File: src/rtl/ovp_pkg.sv
package ovp_pkg;

    typedef enum logic {
        ST_ARMED   = 1'b0,
        ST_TRIPPED = 1'b1
    } ovp_state_e;

    localparam int MV_W = 16;

    typedef logic [MV_W-1:0] mv_t;

endpackage

File: src/rtl/ovp_integ.sv
// Excess-voltage integrator: combinational next value and trip decision.
module ovp_integ #(
    parameter int W       = 16,
    parameter int DECAY   = 1000,
    parameter int TRIPDIV = 20
) (
    input  logic [W-1:0] acc,
    input  logic [W-1:0] smp,
    input  logic [W-1:0] lim,
    output logic [W-1:0] acc_nx,
    output logic         hit
);
    localparam logic [W-1:0] DEC = W'(DECAY);

    logic         over;
    logic [W-1:0] excess;
    logic [W:0]   sum;
    logic [W-1:0] thr;

    always_comb begin
        over   = smp > lim;
        excess = over ? (smp - lim) : '0;
        sum    = {1'b0, acc} + {1'b0, excess};
        thr    = lim / W'(TRIPDIV);
        hit    = over && (sum >= {1'b0, thr});
        if (!over)
            acc_nx = (acc > DEC) ? (acc - DEC) : '0;
        else if (hit)
            acc_nx = thr;
        else
            acc_nx = sum[W-1:0];
    end
endmodule

File: src/rtl/ovp_streak.sv
// Consecutive over-limit sample counter (legacy behaviour).
module ovp_streak #(
    parameter int RUN = 8,
    parameter int CW  = $clog2(RUN + 1)
) (
    input  logic          over,
    input  logic [CW-1:0] cnt,
    output logic [CW-1:0] cnt_nx,
    output logic          hit
);
    localparam logic [CW-1:0] LAST = CW'(RUN - 1);

    always_comb begin
        hit = over && (cnt == LAST);
        if (!over)
            cnt_nx = '0;
        else if (hit)
            cnt_nx = cnt;
        else
            cnt_nx = cnt + CW'(1);
    end
endmodule

File: src/rtl/ovp_ceiling.sv
// Fixed hardware ceiling comparator; built only when enabled.
module ovp_ceiling #(
    parameter int W       = 16,
    parameter bit USE     = 1'b1,
    parameter int CEIL_MV = 60000
) (
    input  logic [W-1:0] smp,
    output logic         hit
);
    generate
        if (USE) begin : g_on
            assign hit = smp > W'(CEIL_MV);
        end else begin : g_off
            logic unused_smp;
            assign unused_smp = ^smp;
            assign hit = 1'b0;
        end
    endgenerate
endmodule

File: src/rtl/ovp_guard.sv
module ovp_guard
    import ovp_pkg::*;
#(
    parameter int LEG_RUN  = 8,
    parameter int DECAY_MV = 1000,
    parameter int TRIP_DIV = 20,
    parameter bit USE_CEIL = 1'b1,
    parameter int CEIL_MV  = 60000
) (
    input  logic        clk,
    input  logic        rst_n,
    input  logic        smp_vld,
    input  logic [15:0] smp_mv,
    input  logic [15:0] lim_mv,
    input  logic        mode_legacy,
    input  logic        fault_clr,
    output logic        fault,
    output logic        gate_off,
    output logic [15:0] acc_mv
);
    localparam int CW = $clog2(LEG_RUN + 1);

    ovp_state_e    st_q, st_nx;
    mv_t           acc_q, acc_nx;
    logic [CW-1:0] cnt_q, cnt_nx;
    logic          integ_hit, streak_hit, ceil_hit;
    logic          take, trip;

    ovp_integ #(.W(MV_W), .DECAY(DECAY_MV), .TRIPDIV(TRIP_DIV)) u_integ (
        .acc    (acc_q),
        .smp    (smp_mv),
        .lim    (lim_mv),
        .acc_nx (acc_nx),
        .hit    (integ_hit)
    );

    ovp_streak #(.RUN(LEG_RUN), .CW(CW)) u_streak (
        .over   (smp_mv > lim_mv),
        .cnt    (cnt_q),
        .cnt_nx (cnt_nx),
        .hit    (streak_hit)
    );

    ovp_ceiling #(.W(MV_W), .USE(USE_CEIL), .CEIL_MV(CEIL_MV)) u_ceil (
        .smp (smp_mv),
        .hit (ceil_hit)
    );

    always_comb begin
        take = smp_vld && !fault_clr && (st_q == ST_ARMED);
        trip = take && (ceil_hit || (mode_legacy ? streak_hit : integ_hit));
    end

    // Next-state logic: TRIP and CLEAR transitions
    always_comb begin
        st_nx = st_q;
        unique case (st_q)
            ST_ARMED:   if (trip)      st_nx = ST_TRIPPED;
            ST_TRIPPED: if (fault_clr) st_nx = ST_ARMED;
            default:                   st_nx = ST_ARMED;
        endcase
    end

    // State register plus evidence registers
    always_ff @(posedge clk or negedge rst_n) begin
        if (!rst_n) begin
            st_q  <= ST_ARMED;
            acc_q <= '0;
            cnt_q <= '0;
        end else begin
            st_q <= st_nx;
            if (fault_clr) begin
                acc_q <= '0;
                cnt_q <= '0;
            end else if (take) begin
                if (mode_legacy) cnt_q <= cnt_nx;
                else             acc_q <= acc_nx;
            end
        end
    end

    // Output register
    always_ff @(posedge clk or negedge rst_n) begin
        if (!rst_n) begin
            fault    <= 1'b0;
            gate_off <= 1'b0;
        end else begin
            fault    <= (st_nx == ST_TRIPPED);
            gate_off <= (st_nx == ST_TRIPPED);
        end
    end

    assign acc_mv = acc_q;
endmodule

File: config.mk
export PLATFORM = sky130hd
export DESIGN_NAME = ovp_guard
export DESIGN_NICKNAME = d
export VERILOG_FILES = /design/src/rtl/ovp_pkg.sv /design/src/rtl/ovp_integ.sv /design/src/rtl/ovp_streak.sv /design/src/rtl/ovp_ceiling.sv /design/src/rtl/ovp_guard.sv
export SDC_FILE = /design/constraint.sdc
export NUM_CORES = 1
export LEC_CHECK = 0
export BUFFER_PORTS_ARGS = -buffer_cell sky130_fd_sc_hd__buf_2
export CORE_MARGIN = 8
export CORE_UTILIZATION = 35
export CTS_BUF_LIST = sky130_fd_sc_hd__clkbuf_8 sky130_fd_sc_hd__clkbuf_16
export CTS_CLUSTER_SIZE = 20
export DETAILED_ROUTE_END_ITERATION = 7
export GPL_ROUTABILITY_DRIVEN = 0
export PLACE_DENSITY_LB_ADDON = 0.15
export SLEW_MARGIN = 30
export SYNTH_ARGS = -nofsm -noshare
export SYNTH_HDL_FRONTEND = slang
export SYNTH_SLANG_ARGS = --single-unit
export TNS_END_PERCENT = 5
File: constraint.sdc
create_clock -name clk -period 9.9 [get_ports clk]
set_input_delay 1.485 -clock clk [delete_from_list [all_inputs] [get_ports clk]]
set_output_delay 1.485 -clock clk [all_outputs]
set_load 0.005 [all_outputs]
After elaboration in Yosys (flattened, before gate mapping) --
Index checks and enable logic that the tools add are counted.
Word-level totals: flip-flop bits (word level) 21
Cells by class: add/sub/neg operators 4, divide/modulo/power cells 1, magnitude comparators 4, eq/ne operators 3, muxes and demuxes 16, bitwise operators 1, reduce and logical (&&, ||, !) cells 11
Operators by type and width (count):
- 16-bit 2-to-1 mux | 7
- 4-bit 2-to-1 mux | 5
- 16-bit by 16-bit adder with 17-bit output | 1
- 17-bit by 16-bit >= comparator with 1-bit output | 1
- 16-bit by 5-bit divider with 16-bit output (second input constant) | 1
- 16-bit by 10-bit > comparator with 1-bit output (second input constant) | 1
- 16-bit > comparator | 1
- 16-bit > comparator (second input constant) | 1
- 16-bit by 10-bit subtractor with 16-bit output (second input constant) | 1
- 16-bit subtractor | 1
- 1-bit logical AND | 5
- 4-bit by 1-bit adder with 4-bit output (second input constant) | 1
- 4-bit by 3-bit == test with 1-bit output (second input constant) | 1
- 2-bit nonzero test | 2
- 1-bit 2-to-1 mux | 3
- 3-bit inequality test (second input constant) | 1
- 3-bit AND reduction | 1
- 2-bit by 1-bit inequality test with 1-bit output (second input constant) | 1
- 1-bit case mux with 2 select lines | 1
- 2-bit AND reduction | 1
- 1-bit zero test | 1
- 1-bit logical OR | 1
- 1-bit inverter | 1

Depth between registers and ports, before layout --
depth after elaboration 10, depth in mapped cells 36

Hierarchy --
Synthesis repeated with hierarchy kept, for this count alone.
Unflattened totals: cells, all modules 672, area, all modules 5056.1 µm²
By module, submodules not included:
- ovp_integ | instances 1, cells each 534, area each 3666.0 µm²
- ovp_guard | instances 1, cells each 113, area each 1208.7 µm²
- ovp_streak | instances 1, cells each 15, area each 106.4 µm²
- ovp_ceiling | instances 1, cells each 10, area each 75.1 µm²

Worst setup path after synthesis --
Ideal clock, no wire load.
path kind input-to-reg, from input smp_mv[0], to register acc_q[3], in the netlist acc_mv[3], data arrival time 8257 ps, setup slack 1500 ps, stages 35, cells stage by stage inv_1 ha_1 inv_1 fa_1 a21o_1 a21oi_1 o21ai_0 a21oi_1 o21ai_0 a21oi_1 o21ai_0 nor2b_1 o21ai_1 clkbuf_1 buf_1 nor2_1 ha_1 a21o_1 a21oi_1 o21bai_1 a21oi_1 nor2b_1 o21a_1 o31a_1 or4_1 o311ai_0 xnor2_1 ha_1 a22oi_1 nand4_1 nor2_1 o211ai_1 a2111oi_4 mux2i_1 o221ai_1
On the way: cells in the longest elaborated chain, start to end 10
Ends and longest elaborated chain:
- start, declared | line ovp_guard.sv:13 | input logic [15:0] smp_mv,
- 16-bit subtractor or 16-bit > comparator (tied branches) | line ovp_integ.sv:22, ovp_integ.sv:21
- 16-bit 2-to-1 mux | line ovp_integ.sv:22 | excess = over ? (smp - lim) : '0;
- 16-bit by 16-bit adder with 17-bit output | line ovp_integ.sv:23 | sum = {1'b0, acc} + {1'b0, excess};
- 17-bit by 16-bit >= comparator with 1-bit output | line ovp_integ.sv:25 | hit = over && (sum >= {1'b0, thr});
- 1-bit logical AND | line ovp_integ.sv:25
- 16-bit 2-to-1 mux | line ovp_integ.sv:28 | else if (hit)
- 16-bit 2-to-1 mux (*) | line ovp_integ.sv:26 | if (!over)
- 16-bit 2-to-1 mux (*) | line ovp_guard.sv:76 | if (mode_legacy) cnt_q <= cnt_nx;
- 16-bit 2-to-1 mux (*) | line ovp_guard.sv:75 | end else if (take) begin
- 16-bit 2-to-1 mux (*) | line ovp_guard.sv:72 | if (fault_clr) begin
- end signal, assigned | line ovp_guard.sv:77 | else acc_q <= acc_nx;
- end, declared | line ovp_guard.sv:24 | mv_t acc_q, acc_nx;
Mark *: on every way between the ends. The rest lies on a longest branch, timed or not. The select of a mux whose other input is x is not followed. A chain may end at the register's enable or synchronous reset.

Worst setup path in the final report --
from input lim_mv[9], to register acc_q[3], in the netlist acc_mv[3]
On the way: cells in the longest elaborated chain, start to end 10
Ends and longest elaborated chain:
- start, declared | line ovp_guard.sv:14 | input logic [15:0] lim_mv,
- branches (longest 6 deep; another with 17-bit by 16-bit >= comparator with 1-bit output)
- 16-bit 2-to-1 mux (*) | line ovp_integ.sv:26
- 16-bit 2-to-1 mux (*) | line ovp_guard.sv:76
- 16-bit 2-to-1 mux (*) | line ovp_guard.sv:75
- 16-bit 2-to-1 mux (*) | line ovp_guard.sv:72
Mark *: on every way between the ends. The select of a mux whose other input is x is not followed.

==> flow_metrics.tcl <==
set metrics [dict create \
    min_to "cnt_q[1]" \
    synth.top_cell.area_share_pct 11.4 \
    cellInternalPower_mw 0.296 \
    max_clock_freq_mhz 119 \
    power_per_cell_area_nw_per_um2 103 \
    register_area_sq_um 526 \
    run_status "completed" \
    io_buffer_count 54 \
    worst_skew_pair.late_latency_ns 0.26 \
    layout_min_cycle_time_ns 8.43 \
    min_path_type "register to register" \
    worst_voltage_drop_across_the_vdd_grid_v 0.0000523 \
    post-synth-top-area-cell "sky130_fd_sc_hd__ha_1" \
    detail_route.drc_violations 0 \
    post_syn_nets 765 \
    min_period_over_period_pct 85.1 \
    grt_start_max_net_pins 29 \
    grt_setup_unrepaired "no" \
    flop_to_flop_setup_slack_ns 4.99 \
    cp-start-kind "primary input" \
    vias_after_detailed_routing 5306 \
    total_switching_power_mw 0.266 \
    critPathArrivalTime_ns 8.53 \
    holdBufCountCts 0 \
    power.static_leakage_nw 2.38 \
    synth-seq-cells 21 \
    die_area_sq_um 18500 \
    power_frac_comb_pct 67.3 \
    grt_first_pass_wirelength_um 25700 \
    whs_ns 0.554 \
    row_count 44 \
    max_slew.worst_pin.slew_ns 0.795 \
    setup-tns-final_ns 0 \
    initial_core_util_pct 35.2 \
    netlist-cell-type-count 103 \
    post-route-cell-area_sq_um 5440 \
    cts_buffers 3 \
    cts_buffer_depth 2 \
    dp_hpwl_um 12800 \
    dr.pass1.iters 5 \
    worst_slew_margin_rel_pct 46.7 \
    post_cts_buffers 0 \
    async_reset_ff_share_pct 100 \
    multiInputGateArea_sq_um 4170 \
    clk_transition_reported_paths_ns 0.06 \
    worstHoldStart "cnt_q[1]" \
    route.detailed.vias_per_inst 5.98 \
    ant_nets 0 \
    die_y_um 136 \
    clk_root_buffer_cell "sky130_fd_sc_hd__clkbuf_16" \
    synth.top_cells.by_area "sky130_fd_sc_hd__ha_1, sky130_fd_sc_hd__dfrtp_1, sky130_fd_sc_hd__a21oi_1" \
    share_seq_of_total_power_pct 17.6 \
    finalClockSkew_ns 0.00247 \
    die_x_um 136 \
    hold_path_depth 2 \
    timing.critical_path.from "lim_mv[9]" \
    cell_area_after_synthesis_sq_um 5040 \
    io-pin-count 55 \
    dominantRegCellSynth "sky130_fd_sc_hd__dfrtp_1" \
    total_detailed_routing_wirelength_um 15700 \
    fillers 1526 \
    placement.cell_area_sq_um 5370 \
    criticalPathCategory "primary input to register" \
    avgRoutedWirePerCell_um 17.7 \
    globalRoute.totalOverflow 0 \
    grt_pass1_vias 5058 \
    final-setup-viol-count 0 \
    synthTopCellsByCount "sky130_fd_sc_hd__a21oi_1, sky130_fd_sc_hd__nor2_1, sky130_fd_sc_hd__o21ai_0" \
    synth_most_common_cell "sky130_fd_sc_hd__a21oi_1" \
    grt_use_total_pct 16.7 \
    switching_share_pct 47.3 \
    synth.avg_cell_area_sq_um 7.42 \
    report.final.hold_viol_count 0 \
    drtIter0Drc 477 \
    synth-edff-count 0 \
    cts_resized 0 \
    synthToLayoutAreaGrowth_pct 7.97 \
    ff2ff_path_depth 19 \
    synth.yosys.seq_area_share_pct 10.4 \
    critPathMaxFanout 20 \
    tritoncts "yes" \
    yosys_warning_count 0 \
    antenna_fix_cells 0 \
    num-nets-final 789 \
    core_outline_area_sq_um 14300 \
    critical_path_required_ns 10.00 \
    count_of_pins_over_their_slew_limit 0 \
    grt_antenna_before_repair 0 \
    worst_r2r_dst "acc_mv[3]" \
    critical_path.max_stage_delay_ns 0.72 \
    netlist_instances 680 \
    r2r-start "acc_mv[1]" \
    drv_cap 0 \
    clockPowerShare_pct 15.1 \
    cpMaxStageDelayCell "sky130_fd_sc_hd__a2111oi_4" \
    drive_gt1_share_pct 15.1 \
    clock_sink_count 21 \
    htree_num_levels 1 \
    setup.worst_path.end_class "register" \
]
## cells by family (layout without fill, tap and decap cells)
kind of cell,count (synthesis),in the layout,share of synthesized area [%]
AO/OA/AOI/OAI,253,253,36.4
XOR/XNOR,26,26,4.81
adder cells (fa/ha/maj),49,49,12.4
buffers and inverters,80,103,7.02
flip-flops,21,21,10.4
multiplexers,11,11,2.21
AND/OR/NAND/NOR,240,240,26.7
## metrics by stage
| step | utilization [%] | setup WS (ns) | std cells | power (mW) |
|---|---|---|---|---|
| 2_1_floorplan | - | 1.50 | 680 | 0.387 |
| 3_3_place_gp | 37.5 | 1.39 | 883 | 0.473 |
| 3_5_place_dp | 37.5 | 1.22 | 883 | 0.476 |
| 4_1_cts | 38.0 | 1.48 | 887 | 0.564 |
| 5_1_grt | 38.0 | 0.797 | 887 | 0.612 |
| 6_report | 38.0 | 1.47 | 887 | 0.562 |
## power by group through the flow
stage	registers (mW)	clock network (mW)	logic (mW)
6_report	0.0990	0.0848	0.378
2_1_floorplan	0.0983	0	0.289
5_1_grt	0.100	0.0904	0.421
4_1_cts	0.0990	0.0876	0.378
3_5_place_dp	0.101	0	0.376
3_3_place_gp	0.100	0	0.373
## registers in the layout (all words and copies together), names as in the netlist
name / flops
acc_mv: 16
cnt_q: 4
gate_off: 1
## placed cells by master, fill, tap and decap left out, types with 5 or more instances in the layout
cell type,count
sky130_fd_sc_hd__a211oi_1,6
sky130_fd_sc_hd__a21o_1,13
sky130_fd_sc_hd__a21oi_1,58
sky130_fd_sc_hd__a22oi_1,6
sky130_fd_sc_hd__a31oi_1,11
sky130_fd_sc_hd__and3_1,8
sky130_fd_sc_hd__buf_2,54
sky130_fd_sc_hd__dfrtp_1,21
sky130_fd_sc_hd__ha_1,46
sky130_fd_sc_hd__inv_1,40
sky130_fd_sc_hd__mux2i_1,10
sky130_fd_sc_hd__nand2_1,43
sky130_fd_sc_hd__nand2b_1,10
sky130_fd_sc_hd__nand3_1,16
sky130_fd_sc_hd__nand4_1,8
sky130_fd_sc_hd__nor2_1,56
sky130_fd_sc_hd__nor2b_1,9
sky130_fd_sc_hd__nor3_1,16
sky130_fd_sc_hd__nor3b_1,11
sky130_fd_sc_hd__nor4_1,13
sky130_fd_sc_hd__o211ai_1,8
sky130_fd_sc_hd__o21a_1,8
sky130_fd_sc_hd__o21ai_0,52
sky130_fd_sc_hd__o221ai_1,5
sky130_fd_sc_hd__o31ai_1,8
sky130_fd_sc_hd__o32ai_1,6
sky130_fd_sc_hd__xnor2_1,18
sky130_fd_sc_hd__xor2_1,6
## layout make-up
cell class	count	area share, %
Clock inverter	1	0.0689
Tap cell	184	4.23
Timing Repair Buffer	55	5.10
Sequential cell	21	9.65
Multi-Input combinational cell	579	76.5
Inverter	44	3.03
Clock buffer	3	1.38
## worst max-delay path by stage
| stage | slack [ns] | endpoint | depth (start not counted) |
|---|---|---|---|
| finish | 1.47 | acc_mv[3] | 29 |
| global route | 0.80 | acc_mv[3] | 34 |
| CTS | 1.48 | acc_mv[3] | 34 |
| detailed placement | 1.22 | acc_mv[3] | 34 |
| global placement | 1.39 | acc_mv[3] | 34 |
| floorplan | 1.50 | acc_mv[3] | 35 |
## routing by layer
layer	routed length [um]	track usage, %
met3	597	1.26
met5	0	0
met1	7590	22.9
met4	160	3.29
met2	7380	28.1
## critical path: cells and delay by family
kind | cells | cell delay [ns]
fa+ha+maj | 3 | 1.12
compound gates | 16 | 3.54
xor+xnor | 1 | 0.21
mux | 1 | 0.27
buf+inv | 2 | 0.86
simple gates | 6 | 1.04
(Power assumes the default switching activity.)
